$ cat src/rtl/cpu_reset_ctl.sv
module cpu_reset_ctl #(
  parameter int PULSE_CYCLES = 62,
  parameter int STATUS_W     = 3,
  parameter logic [STATUS_W-1:0] SHDN_CODE = 3'b101
) (
  input  logic                clk,
  input  logic                hw_rst_in,
  input  logic [STATUS_W-1:0] bus_status,
  input  logic                addr_strobe,
  input  logic                reg_wr,
  input  logic                reg_addr,
  input  logic [7:0]          reg_wdata,
  output logic [7:0]          reg_rdata,
  output logic                cpu_reset
);
  localparam int CW = $clog2(PULSE_CYCLES + 1);

  logic [CW-1:0] cnt;
  logic [2:0]    cause;
  logic          shdn_en;

  wire ctl_wr   = reg_wr && (reg_addr == 1'b0);
  wire sw_hit   = ctl_wr && reg_wdata[0];
  wire shdn_hit = shdn_en && addr_strobe && (bus_status == SHDN_CODE);

  always_ff @(posedge clk) begin
    if (hw_rst_in) begin
      cnt     <= '0;
      cause   <= 3'b001;
      shdn_en <= 1'b0;
    end else begin
      if (ctl_wr) shdn_en <= reg_wdata[1];
      if (sw_hit || shdn_hit) begin
        cnt   <= CW'(PULSE_CYCLES);
        cause <= {shdn_hit, sw_hit, 1'b0};
      end else if (cnt != '0) begin
        cnt <= cnt - 1'b1;
      end
    end
  end

  assign cpu_reset = hw_rst_in || (cnt != '0);
  assign reg_rdata = reg_addr ? {5'b0, cause} : {6'b0, shdn_en, 1'b0};


  hw_clear_chk: assert property (@(posedge clk)
    hw_rst_in |=> (cause == 3'b001 && !shdn_en && cnt == '0));


  pulse_end_chk: assert property (@(posedge clk) disable iff (hw_rst_in)
    ($fell(cpu_reset) && !$past(hw_rst_in)) |-> ($past(cnt) == CW'(1)));


  shdn_fire_chk: assert property (@(posedge clk) disable iff (hw_rst_in)
    (addr_strobe && bus_status == SHDN_CODE && shdn_en) |=> (cpu_reset && cause[2]));


  no_spurious_chk: assert property (@(posedge clk) disable iff (hw_rst_in)
    (!cpu_reset && !(reg_wr && !reg_addr && reg_wdata[0])
     && !(addr_strobe && bus_status == SHDN_CODE && shdn_en)) |=> !cpu_reset);


  cause_shape_chk: assert property (@(posedge clk) disable iff (hw_rst_in)
    ($countones(cause) >= 1) && (cause[0] -> cause[2:1] == 2'b00));
endmodule

$ cat config.mk
export PLATFORM = sky130hd
export DESIGN_NAME = cpu_reset_ctl
export DESIGN_NICKNAME = d
export VERILOG_FILES = /design/src/rtl/cpu_reset_ctl.sv
export SDC_FILE = /design/constraint.sdc
export NUM_CORES = 1
export LEC_CHECK = 0
export ABC_AREA = 1
export BUFFER_PORTS_ARGS = -buffer_cell sky130_fd_sc_hd__clkbuf_2
export CAP_MARGIN = 0
export CORE_UTILIZATION = 40
export CTS_CLUSTER_DIAMETER = 50
export DETAILED_ROUTE_END_ITERATION = 10
export GPL_TIMING_DRIVEN = 0
export PLACE_DENSITY = 0.69
export SLEW_MARGIN = 20
export SYNTH_ARGS = -nofsm -noshare
export SYNTH_HDL_FRONTEND = slang
export SYNTH_SLANG_ARGS = --single-unit
$ cat constraint.sdc
create_clock -name clk -period 3.04 [get_ports clk]
set_clock_uncertainty 0.1 [all_clocks]
set_input_delay 0.608 -clock clk [delete_from_list [all_inputs] [get_ports clk]]
set_output_delay 0.608 -clock clk [all_outputs]
set_load 0.01 [all_outputs]
=== Word-level counts from Yosys, hierarchy flattened ===
Index checks and enable logic that the tools add are counted.

* Register bits: 10
* Input port bits: 16
* Logic and storage cells: 19
* Output and inout bits: 9

* Eq/ne operators: 1
* $add $sub $neg: 1
* Bitwise gates (word level): 1
* Mux-type cells: 3
* Reduce and logical (&&, ||, !) cells: 9

{| class="wikitable"
|+ Operator list
! operator !! count
|-
| $mux W6 || 2
|-
| $reduce_bool A6 Y1 || 1
|-
| $sub A6 B1 Y6 const B || 1
|-
| $logic_and A1 B1 Y1 || 4
|-
| $eq A3 B3 Y1 const B || 1
|-
| $mux W3 || 1
|-
| $logic_or A1 B1 Y1 || 2
|-
| $reduce_bool A2 Y1 || 1
|-
| $reduce_or A2 Y1 || 1
|-
| $not A1 Y1 || 1
|}

=== Logic depth before layout (Yosys ltp) ===
Gate-level depths: netlist of the first run.

* Depth after elaboration: 5
* Mapped depth: 9
* Gate-level depth less buffers: 9

=== Least setup slack after synthesis of the first run ===
Ideal clock, no wire load.

* Path kind: input-to-output
* From: input port reg_addr
* To: output port reg_rdata[1]
* Stages: 1
* Arrival: 0.943 ns
* Slack: 1.389 ns
* Cells stage by stage: mux2_2

* Word-level cells in the longest chain between the ends: 1

{| class="wikitable"
|+ RTL lines
! what !! line !! text
|-
| start, declared || 11 || <nowiki>input logic reg_addr,</nowiki>
|-
| $mux W3 || 43 || <nowiki>assign reg_rdata = reg_addr ? {5'b0, cause} : {6'b0, shdn_en, 1'b0};</nowiki>
|-
| end, declared || 13 || <nowiki>output logic [7:0] reg_rdata,</nowiki>
|}

Every way passes these cells.

=== Worst setup path in the final report of the first run ===
* From: register cnt[0]
* To: output port cpu_reset

* Word-level cells in the longest chain between the ends: 2

{| class="wikitable"
|+ RTL lines
! what !! line !! text
|-
| start, declared || 18 || <nowiki>logic [CW-1:0] cnt;</nowiki>
|-
| start signal, assigned || 34 || <nowiki>cnt <= CW'(PULSE_CYCLES);</nowiki>
|-
| start signal, assigned || 37 || <nowiki>cnt <= cnt - 1'b1;</nowiki>
|-
| $reduce_bool A6 Y1 || 42 || <nowiki>assign cpu_reset = hw_rst_in || (cnt != '0);</nowiki>
|-
| $logic_or A1 B1 Y1 || 42 ||
|-
| end, declared || 14 || <nowiki>output logic cpu_reset</nowiki>
|}

Every way passes these cells.

==> impl_summary.md, run 1 <==
Power and ir drop
In this run the power density over the cells is around 870 mW/mm^2. The peak supply drop is 0.000291 V. The leakage power summed over all cells is 0.386 nW.

Worst setup path
The largest stage delay on the critical path is 0.30 ns. The most frequent cell on the critical path is inv_1. Traced cell by cell, the critical path runs through inv_1 > ha_1 > inv_1 > nor2_4 > nand4_1 > clkbuf_2. The cell family contributing the most delay on the critical path is buffers and inverters. The worst setup path is captured at an output pin. The worst-path cell with the longest stage delay is dfxtp_1.

Counting both buffers and inverters, the worst setup path holds a total of 3. The origin of the critical flop-to-flop path is cnt[0]. The required time of the worst setup path is 2.33 ns. The setup path with the least slack is of type reg2out. The type of origin of the critical path is a register. In this run the worst path has a maximum fanout of 7. The end of the worst register-to-register path is cnt[1]. The worst register-to-register path has a depth of 9. Data on the critical path arrives at its endpoint at 1.32 ns. The reg2reg setup slack is between 1.5 and 2 ns.

Clock network
The total clock sinks is 10. The post-cts hold buffer count is 0. Once the clock tree was built, the resizer swapped 0 gates to a different size. The clock-pin slew on the worst setup and hold paths is 0.06 ns. The maximum clock insertion buffer count is 2.

The cell chosen for the clock root is clkbuf_4. TritonCTS built the clock tree. The number of buffers added by the clock tree synthesis step is 3. The number of buffers added for setup after CTS is 0. The number of H-tree branching levels is 1. For the worst-skew pair, the clock arrives at the later sink with an insertion delay of 0.26 ns.

Worst hold path
The path category of the worst min-delay check is reg2reg. The worst hold path passes through 2 cells. The worst hold path begins at cause[0]. The worst-case hold path end point is cause[0].

STA
The number of max-slew violations in the final report is 0. The maximum frequency from static timing analysis is 0.493 GHz. The count of final hold-check violations is 0. The final critical path takes up 66.8% of the cycle. The minimum period implied by the final worst setup slack is between 2 and 2.5 ns. The setup TNS is 0 ns. Setup violations remaining at the end of the flow were counted as 0. Setup repair after global routing left no endpoint under its margin.

Detailed routing
In the routed layout, each cell is associated on average with a via count of ~4.4. After detailed routing, the average wire length per cell comes to 8.97 microns. The number of DRC markers in iteration 0 is 7. The routed design has 1040 microns of wire. For this run, design rule violations remaining after detail routing come to 0. The first-pass detailed-route iteration total is 4.

The count of nets left with antenna violations once routing finished came out at 0. The via total after detailed routing is just over 500.

Floorplanning
The die covers 0.00164 sq mm. The number of top-level pins is 25. The starting density of the core is about 45%. The floorplan die height is between 40 and 50 microns. The die outline width is 40.5 microns. The total core area is 0.00133 sq mm. In this run the core area contains 13 standard-cell rows.

Yosys
dfxtp_1 takes more of the synthesized area than any other cell. The cell count after synthesis came out at 81. The leading cell type by number of instances after synthesis is nand2_1. By count the netlist is led by nand2_1 (16), inv_1 (13), dfxtp_1 (10).

The primary flip-flop cell chosen by synthesis mapping is dfxtp_1. Summed over its instances, the top area cell type makes up between 30% and 40% of the synthesized netlist area. The synthesized netlist contains 21 unique library cells. The proportion of register bits with asynchronous set or reset after synthesis is 0%. The number of synthesized flops with an enable pin is 0. Each instance of the synthesized netlist takes up on average 7.34 sq um. After synthesis, the cell types taking the most area are dfxtp_1 (34%), nand2_1 (10%), inv_1 (8.2%). The synthesized flop and latch total is 10. The cell area after synthesis is 594 sq um. The warning count from the yosys run is 0. The proportion of synthesized chip area in sequential cells is 33.7%.

Job
The max-capacitance violation count is 0.

Final layout
The area taken by flip-flops and latches is 200 sq um. In the final layout, the share of cells above drive strength 1 is a little under a third. In the final layout, the multi-input gates occupy 319 sq um. The cell area after layout is around 720 sq um. The layout has 158 filler cells. The total number of nets in the final design is 121.

The post-synthesis to final-layout area growth is 20.4%. The number of diodes is 0.

Status
The run finished with clean final reports.

Global routing
The global router's overall resource usage is ~16%. The first global-routing pass estimated around 1600 microns of wire. The pin count of the biggest net entering global routing is 8. The number of antenna violations at the first check in global routing was 0. Summed over all layers, the global routing overflow is 0. The via count of the first global-routing pass is approximately 420.

Placement
The final HPWL from detailed placement is 832 microns. The count of buffers added on input and output ports is 13. The congestion estimate from routability-driven global placement came to 0.636. The standard cell area after detailed placement is 693 sq um.
through the flow:
step | utilization (%) | power (mW) | setup slack (ns) | hold WS (ns) | std cells
final | 53.7 | 0.620 | 1.01 | 0.347 | 116
after global routing | 53.7 | 0.676 | 0.913 | 0.359 | 116
after detailed placement | 52.0 | 0.539 | 1.12 | 0.338 | 113
after global placement | 52.0 | 0.529 | 1.13 | 0.337 | 113
after floorplan | - | 0.475 | 1.39 | 0.319 | 85
after CTS | 53.7 | 0.631 | 0.981 | 0.350 | 116
placed cells by master (no fill, tap or decap):
cell      synthesis  routed
clkbuf_2          0      13
xor2_1            1       1
nand4_1           3       3
or2_2             1       1
o21a_4            1       1
a21oi_1           6       6
conb_1            1       5
ha_1              2       2
mux2_2            1       1
inv_1            13      13
inv_2             1       1
nand2_1          16      16
nand2_2           1       1
clkbuf_4          0       3
nand3_4           1       1
nor2_4            2       2
buf_4             5       5
nor2_2            2       2
nand3_1           7       7
dfxtp_1          10      10
nor3_1            1       1
nor2_1            3       3
o21ai_0           3       3
sequential cells by signal, summed over array words and instances (netlist names):
name	cells
cause	3
cnt	6
shdn_en	1
cell type report:
type,instances,share of cell area (%)
multi-input combinational,56,44.6
sequential,10,28.0
clock buffer,3,3.15
tap,15,2.62
buffer,5,5.24
inverter,14,7.34
timing repair buffer,13,9.09
worst register-to-register path, delay by kind of cell (launching register included):
kind | cells | cell delay (ns)
simple gates | 5 | 0.47
flops | 1 | 0.30
buf+inv | 3 | 0.26
fa+ha+maj | 1 | 0.18
cells by family (layout without fill, tap and decap cells):
kind of cell,Yosys count,in the layout,share of synthesized area [%]
simple gates,37,37,32.8
buf+inv,19,35,15.2
compound gates,10,10,10.1
flops,10,10,33.7
fa+ha+maj,2,2,4.21
other cells,1,5,0.631
xor+xnor,1,1,1.47
mux,1,1,1.89
power by group:
group	internal, mW	switching (mW)	total, mW
Clock	0.0455	0.0411	0.0866
Sequential	0.174	0.0392	0.213
Combinational	0.128	0.192	0.320
metal layers:
layer	GRT usage (%)	part of all wire [%]	vias to the layer above
met3	3.33	5.4	0
li1	-	-	290
met2	27.4	49	13
met5	0	0	-
met1	16.3	46	209
met4	10.0	0	0
worst max path at each step:
stage / start / endpoint / slack [ns] / depth (start not counted)
floorplan: reg_addr / reg_rdata[1] / 1.39 / 1
finish: cnt[0] / cpu_reset / 1.01 / 6
global placement: reg_addr / reg_rdata[1] / 1.13 / 3
global route: cnt[0] / cpu_reset / 0.91 / 6
CTS: cnt[0] / cpu_reset / 0.98 / 6
detailed placement: reg_addr / reg_rdata[1] / 1.12 / 3
Note: power is estimated with default switching activity, not from simulation.
==> inputs of run 2 (changes only) <==
--- a/config.mk
+++ b/config.mk
@@ -12,7 +12,7 @@
 export CTS_CLUSTER_DIAMETER = 50
 export DETAILED_ROUTE_END_ITERATION = 10
 export GPL_TIMING_DRIVEN = 0
-export PLACE_DENSITY = 0.69
+export PLACE_DENSITY = 0.71
 export SLEW_MARGIN = 20
 export SYNTH_ARGS = -nofsm -noshare
 export SYNTH_HDL_FRONTEND = slang
==> constraint.sdc (replaced) <==
create_clock -name clk -period 1.65 [get_ports clk]
set_clock_uncertainty 0.1 [all_clocks]
set_input_delay 0.33 -clock clk [delete_from_list [all_inputs] [get_ports clk]]
set_output_delay 0.33 -clock clk [all_outputs]
set_load 0.01 [all_outputs]
==> run 2 against run 1 <==
Global-route usage is 0.83 points lower. Total power is 95% higher. Cell area is 3.7% higher. Largest power group unchanged. Sequential share of layout area is 0.82 points lower. Sequential cell count did not move. Count of clock-buffer cells in the layout unchanged. Core utilization rose by 2.0 points. Highest routed layer unchanged. Clock power is 84% higher. Via count up 6.3%. Die area unchanged.
==> impl_summary.md, run 2 (synthesized netlist as in run 1, its figures left out) <==
Final layout
The area taken by flip-flops and latches is 201 sq um (was 200 sq um). The count of non-filler cells in the finished layout is 119 (was 116). The cell area after layout is 742 sq um (was 716 sq um). The number of diodes came to 0 (unchanged). The total number of nets in the final design is 124 (was 121). The fraction of layout cells with a size suffix above 1 is 36.5% (was 30.7%).

The register containing the most flip-flops in the final layout is cnt (unchanged). The number of fill cells was 144 (was 158). The fraction of the core area covered by cells at the end of the flow was 55.6% (was 53.7%).

Registers with the most flip-flops: cnt x6, cause x3, shdn_en x1 (unchanged). The combined area of the multi-input logic cells is 322 sq um (was 319 sq um). Most frequent cells in the layout: nand2_1 (16), clkbuf_2 (12), inv_1 (11) (was nand2_1 (16), inv_1 (13), clkbuf_2 (13)). The post-synthesis to final-layout area growth is 24.8% (was 20.4%). The leading cell type in the layout, fill and taps excluded is nand2_1 (unchanged).

The number of flip-flops in the largest register is 6 (unchanged).

Detailed routing
The met3 wire length is 55 microns (was 56 microns). The antenna violation net count after detailed routing was 0 (unchanged). The via total after detailed routing is 544 (was 512).

The detailed-route vias per instance was 4.57 (was 4.41). The first-pass detailed-route iteration total is 2 (was 4). The total DRC errors in the routed layout was 0 (unchanged). The routed metal-1 wire length is 482 microns (was 474 microns). The final routed wire length divided by cell count is 8.58 microns (was 8.97 microns). The number of DRC markers in iteration 0 is 5 (was 7). The amount of wire on met2 after detailed routing came to 483 microns (was 510 microns). The top layer reached by signal wires is met3 (unchanged).

The overall routed net length is 1020 microns (was 1040 microns).

Clock network
The number of H-tree branching levels was 1 (unchanged). The number of buffers added by the clock tree synthesis step came to 3 (unchanged). The maximum clock insertion buffer count is 2 (unchanged). The post-cts hold buffer count is 0 (unchanged). The total clock sinks is 10 (unchanged).

The CTS tree was built (unchanged). The clock latency on the worst-skew pair came to 0.26 ns (about the same). The cell chosen for the clock root is clkbuf_4 (unchanged). The clock-pin slew on the worst setup and hold paths is 0.06 ns (about the same).

Global routing
The pin count of the biggest net entering global routing came to 8 (unchanged). The number of antenna violations at the first check in global routing is 0 (unchanged). The first-pass GRT wire length is 1630 microns (was 1600 microns).

The global router's overall resource usage is 14.7% (was 15.5%). The via count of the first global-routing pass is 435 (was 419). The total congestion overflow after global routing is 0 (unchanged).

Placement
The post-placement cell count is 113 (unchanged). The pre-CTS setup slack is 0.145 ns (was 1.12 ns). The final HPWL from detailed placement is 784 microns (was 832 microns). The count of buffers from port buffering is 13 (unchanged). The standard cell area after detailed placement is 693 sq um (unchanged). The weighted congestion at the end of routability-driven global placement came to 0.626 (was 0.636).

STA
The hold slack was 0.213 ns (was 0.347 ns). The minimum period implied by the final worst setup slack is 1.55 ns. The number of max-slew violations in the final report is 0 (unchanged). The maximum frequency from static timing analysis is ~0.65 GHz. The part of the cycle the worst path needs is between 90% and 100%. The number of setup violations in the final report was 0 (unchanged). The count of final hold-check violations is 0 (unchanged). The post-route worst setup slack was 0.104 ns (was 1.01 ns).

Worst setup path
The origin of the critical flop-to-flop path is cnt[1] (was cnt[0]). The arrival time reported for the critical path endpoint is 1.12 ns (was 1.32 ns). The highest fanout seen on the critical path was 3 (was 7).

The start-to-end type of the worst setup path is reg2out (unchanged). The required time of the worst setup path is 1.22 ns (was 2.33 ns). The timing endpoint of the critical path is cpu_reset (unchanged). The type of origin of the critical path is a register (unchanged). The origin of the worst setup path is cnt[1] (was cnt[0]). The number of cell instances on the worst register-to-register path was 10 (was 9). The end of the worst register-to-register path was cnt[1] (unchanged). The reg2reg setup slack is 0.34 ns (was 1.65 ns). The nature of the critical path endpoint was an output pin (unchanged).

Floorplanning
The floorplan die height is 40.5 microns (unchanged). The number of top-level pins was 25 (unchanged). The starting density of the core is 44.6% (unchanged). The area enclosed by the die boundary is 0.00164 sq mm (unchanged). The cell row count is 13 (unchanged). The die outline width came to 40.5 microns (unchanged). The total core area is 0.00133 sq mm (unchanged).

Status
Outcome: finished clean (unchanged).

Power and ir drop
The leakage power summed over all cells was 0.398 nW (was 0.386 nW). The peak supply drop came to 0.000590 V (was 0.000291 V). The power per cell area is 1630 mW/mm^2 (was 866 mW/mm^2).

Job
The max-capacitance violation count is 0 (unchanged).

Worst hold path
The path category of the worst min-delay check is in2reg (was reg2reg).
-- run 2: cell types whose count changed in the layout (fill, tap and decap cells not counted), sizes merged --
cell / change
clkbuf: -1
buf: +4
-- run 2: routing by layer --
layer | global-route usage (%) | vias to the layer above
met5 | 0 | -
met4 | 7.50 | 0
met3 | 1.67 | 0
met2 | 24.2 | 17
met1 | 18.5 | 233
li1 | - | 294
-- run 2: worst max-delay path: stages (launching register included) --
cell	delay, ns
dfxtp_2	0.33
inv_2	0.05
ha_2	0.14
inv_1	0.05
nor2_4	0.08
nand4_1	0.07
buf_2	0.15
-- run 2: final cells by class --
type / instances / area share, %
multi-input combinational: 56 / 43.3
sequential: 10 / 27.2
timing repair buffer: 16 / 11.8
inverter: 14 / 7.08
buffer: 5 / 5.06
clock buffer: 3 / 3.04
tap: 15 / 2.53
-- run 2: how the worst min path moves through the flow --
| stage | start | end | slack, ns | depth (start not counted) |
|---|---|---|---|---|
| 4_1_cts | reg_wdata[1] | shdn_en | 0.21 | 3 |
| 6_report | reg_wdata[1] | shdn_en | 0.21 | 3 |
| 5_1_grt | reg_wdata[1] | shdn_en | 0.23 | 3 |
| 3_3_place_gp | cause[0] | cause[0] | 0.34 | 2 |
| 2_1_floorplan | hw_rst_in | cause[1] | 0.30 | 1 |
| 3_5_place_dp | cause[0] | cause[0] | 0.34 | 2 |
-- run 2: where the power goes --
group	internal, mW	total [mW]	switching (mW)
clock	0.0838	0.159	0.0750
sequential	0.324	0.394	0.0701
combinational	0.289	0.657	0.368
total	0.697	1.21	0.513
-- run 2: metrics by stage --
step | power [mW] | TNS, ns
6_report | 1.21 | 0
5_1_grt | 1.34 | -0.0000111
4_1_cts | 1.20 | 0
3_5_place_dp | 0.988 | 0
3_3_place_gp | 0.970 | 0
2_1_floorplan | 0.876 | 0
-- run 2: repair_timing --
action / CTS / global route
pin swaps: 1 / 1
setup buffers: 2 / 1
endpoints found under the setup margin: 1 / 1
resized for setup: 1 / 4
==> inputs of run 3 (changes only) <==
--- a/config.mk
+++ b/config.mk
@@ -9,6 +9,7 @@
 export BUFFER_PORTS_ARGS = -buffer_cell sky130_fd_sc_hd__clkbuf_2
 export CAP_MARGIN = 0
 export CORE_UTILIZATION = 40
+export CTS_BUF_LIST = sky130_fd_sc_hd__clkbuf_16
 export CTS_CLUSTER_DIAMETER = 50
 export DETAILED_ROUTE_END_ITERATION = 10
 export GPL_TIMING_DRIVEN = 0
==> run 3 against run 2 <==
Sequential share of layout area is 1.5 points lower. First-iteration DRC count is 100% higher. Non-clock buffer count shrank 1. Final cell count decreased by 0.84%. Sequential power hardly changed. Register-to-register slack got worse by 0.06 ns. Largest power group unchanged.
==> impl_summary.md, run 3 (synthesized netlist as in run 1, its figures left out) <==
Worst setup path
The type of origin of the critical path is a register (unchanged). The arrival time reported for the critical path endpoint is 1.13 ns (was 1.12 ns). The nature of the critical path endpoint was an output pin (unchanged). The required time of the worst setup path is 1.22 ns (about the same).

The highest fanout seen on the critical path is 3 (unchanged). The start-to-end type of the worst setup path is reg2out (unchanged). The origin of the worst setup path was cnt[1] (unchanged). The origin of the critical flop-to-flop path is cnt[1] (unchanged).

Clock network
The cell chosen for the clock root is clkbuf_16 (was clkbuf_4). The CTS tree was built (unchanged). The total clock sinks was 10 (unchanged). The clock-pin slew on the worst setup and hold paths is 0.04 ns (was 0.06 ns).

The post-cts hold buffer count was 0 (unchanged). The number of H-tree branching levels came to 1 (unchanged). The number of buffers added by the clock tree synthesis step came to 3 (unchanged). The clock latency on the worst-skew pair was 0.23 ns (was 0.26 ns). The maximum clock insertion buffer count is 2 (unchanged).

STA
The maximum frequency from static timing analysis is 0.639 GHz (was 0.647 GHz). The number of max-slew violations in the final report is 0 (unchanged). The count of final hold-check violations is 0 (unchanged).

The part of the cycle the worst path needs is 94.8% (was 93.7%). The hold slack came to 0.235 ns (was 0.213 ns). The number of setup violations in the final report came to 0 (unchanged). The minimum period implied by the final worst setup slack came to 1.56 ns (was 1.55 ns).

Placement
The standard cell area after detailed placement is 693 sq um (unchanged). The post-placement cell count came to 113 (unchanged). The weighted congestion at the end of routability-driven global placement is 0.626 (unchanged). The count of buffers from port buffering is 13 (unchanged). The final HPWL from detailed placement is 784 microns (unchanged).

Status
Outcome: finished clean (unchanged).

Power and ir drop
The total power consumption of the routed design is 1.46 mW (was 1.21 mW). The peak supply drop is 0.000793 V (was 0.000590 V). The leakage power summed over all cells is 0.418 nW (was 0.398 nW). The power per cell area is 1860 mW/mm^2 (was 1630 mW/mm^2).

Global routing
The via count of the first global-routing pass is 430 (was 435). The met3 layer usage reported by global route is 3.33% (was 1.67%). The total congestion overflow after global routing was 0 (unchanged).

The global routing's busiest layer is met2 (unchanged). The number of antenna violations at the first check in global routing is 0 (unchanged). The pin count of the biggest net entering global routing is 8 (unchanged). The global routing usage on met1 was 17.9% (was 18.5%). The first-pass GRT wire length is 1640 microns (was 1630 microns).

The global router's overall resource usage was 15.5% (was 14.7%). The met2 track utilization from global routing is 25.4% (was 24.2%).

Floorplanning
The number of top-level pins is 25 (unchanged). The starting density of the core was 44.6% (unchanged). The cell row count is 13 (unchanged).

The die outline width is 40.5 microns (unchanged). The total core area came to 0.00133 sq mm (unchanged). The floorplan die height is 40.5 microns (unchanged). The area enclosed by the die boundary is 0.00164 sq mm (unchanged).

Final layout
Most frequent cells in the layout: nand2_1 (16), clkbuf_2 (13), inv_1 (12) (was nand2_1 (16), clkbuf_2 (12), inv_1 (11)). The number of flip-flops in the largest register is 6 (unchanged). The fraction of layout cells with a size suffix above 1 is 34.0% (was 36.5%). The count of non-filler cells in the finished layout is 118 (was 119). The post-synthesis to final-layout area growth was 32.0% (was 24.8%). The total number of nets in the final design was 123 (was 124). The cell area after layout was 785 sq um (was 742 sq um). The register containing the most flip-flops in the final layout is cnt (unchanged). The number of diodes came to 0 (unchanged).

Registers with the most flip-flops: cnt x6, cause x3, shdn_en x1 (unchanged). The leading cell type in the layout, fill and taps excluded is nand2_1 (unchanged). The fraction of the core area covered by cells at the end of the flow is 58.8% (was 55.6%).

Worst hold path
The path category of the worst min-delay check is in2reg (unchanged). The start point of the worst hold path is reg_wdata[1] (unchanged).

Detailed routing
The overall routed net length is 1050 microns (was 1020 microns). The antenna violation net count after detailed routing is 0 (unchanged). The detailed-route vias per instance is 4.66 (was 4.57).

The via total after detailed routing is 550 (was 544). The number of DRC markers in iteration 0 was 10 (was 5). The final routed wire length divided by cell count is 8.88 microns (was 8.58 microns). The first-pass detailed-route iteration total came to 4 (was 2). The total DRC errors in the routed layout is 0 (unchanged).

Job
The max-capacitance violation count was 0 (unchanged).
run 3: per-stage QoR:
step / TNS, ns / worst slack [ns]
final: 0 / 0.0852
after global routing: -0.0104 / -0.0104
after CTS: 0 / 0.0251
after detailed placement: 0 / 0.145
after global placement: 0 / 0.182
after floorplan: 0 / 0.317
run 3: final timing paths:
| check | end | slack [ns] | cells after the start |
|---|---|---|---|
| worst max register to register | cnt[1] | 0.28 | 10 |
| worst min-delay path | shdn_en | 0.24 | 3 |
| worst max-delay path | cpu_reset | 0.09 | 6 |
| worst min register to register | cause[0] | 0.34 | 2 |
run 3: critical path, cell delays in order, from the launching register on:
cell	delay (ns)
dfxtp_2	0.32
inv_1	0.08
ha_1	0.14
inv_1	0.06
nor2_4	0.10
nand4_1	0.07
clkbuf_2	0.13
run 3: cell type report:
class	count	area, sq um
sequential	10	201
buffer	5	37.5
tap	15	18.8
multi-input combinational	56	319
timing repair buffer	15	80.1
fill	136	549
inverter	14	52.6
clock buffer	3	75.1
run 3: power by group:
part           switching, mW  leakage (nW)  total [mW]  internal, mW
Clock                  0.101        0.0370       0.414         0.313
Sequential            0.0724        0.0830       0.397         0.325
Combinational          0.371         0.298       0.648         0.277
run 3: timing repair:
item,CTS,global route
setup endpoints to repair,1,1
setup buffers,1,1
pin swaps,0,1
resized for setup,1,1
run 3: routing by layer:
layer / routed length, microns / vias to the layer above
met2: 474 / 19
met3: 69 / 3
met5: 0 / -
met4: 19 / 0
li1: - / 296
met1: 484 / 232
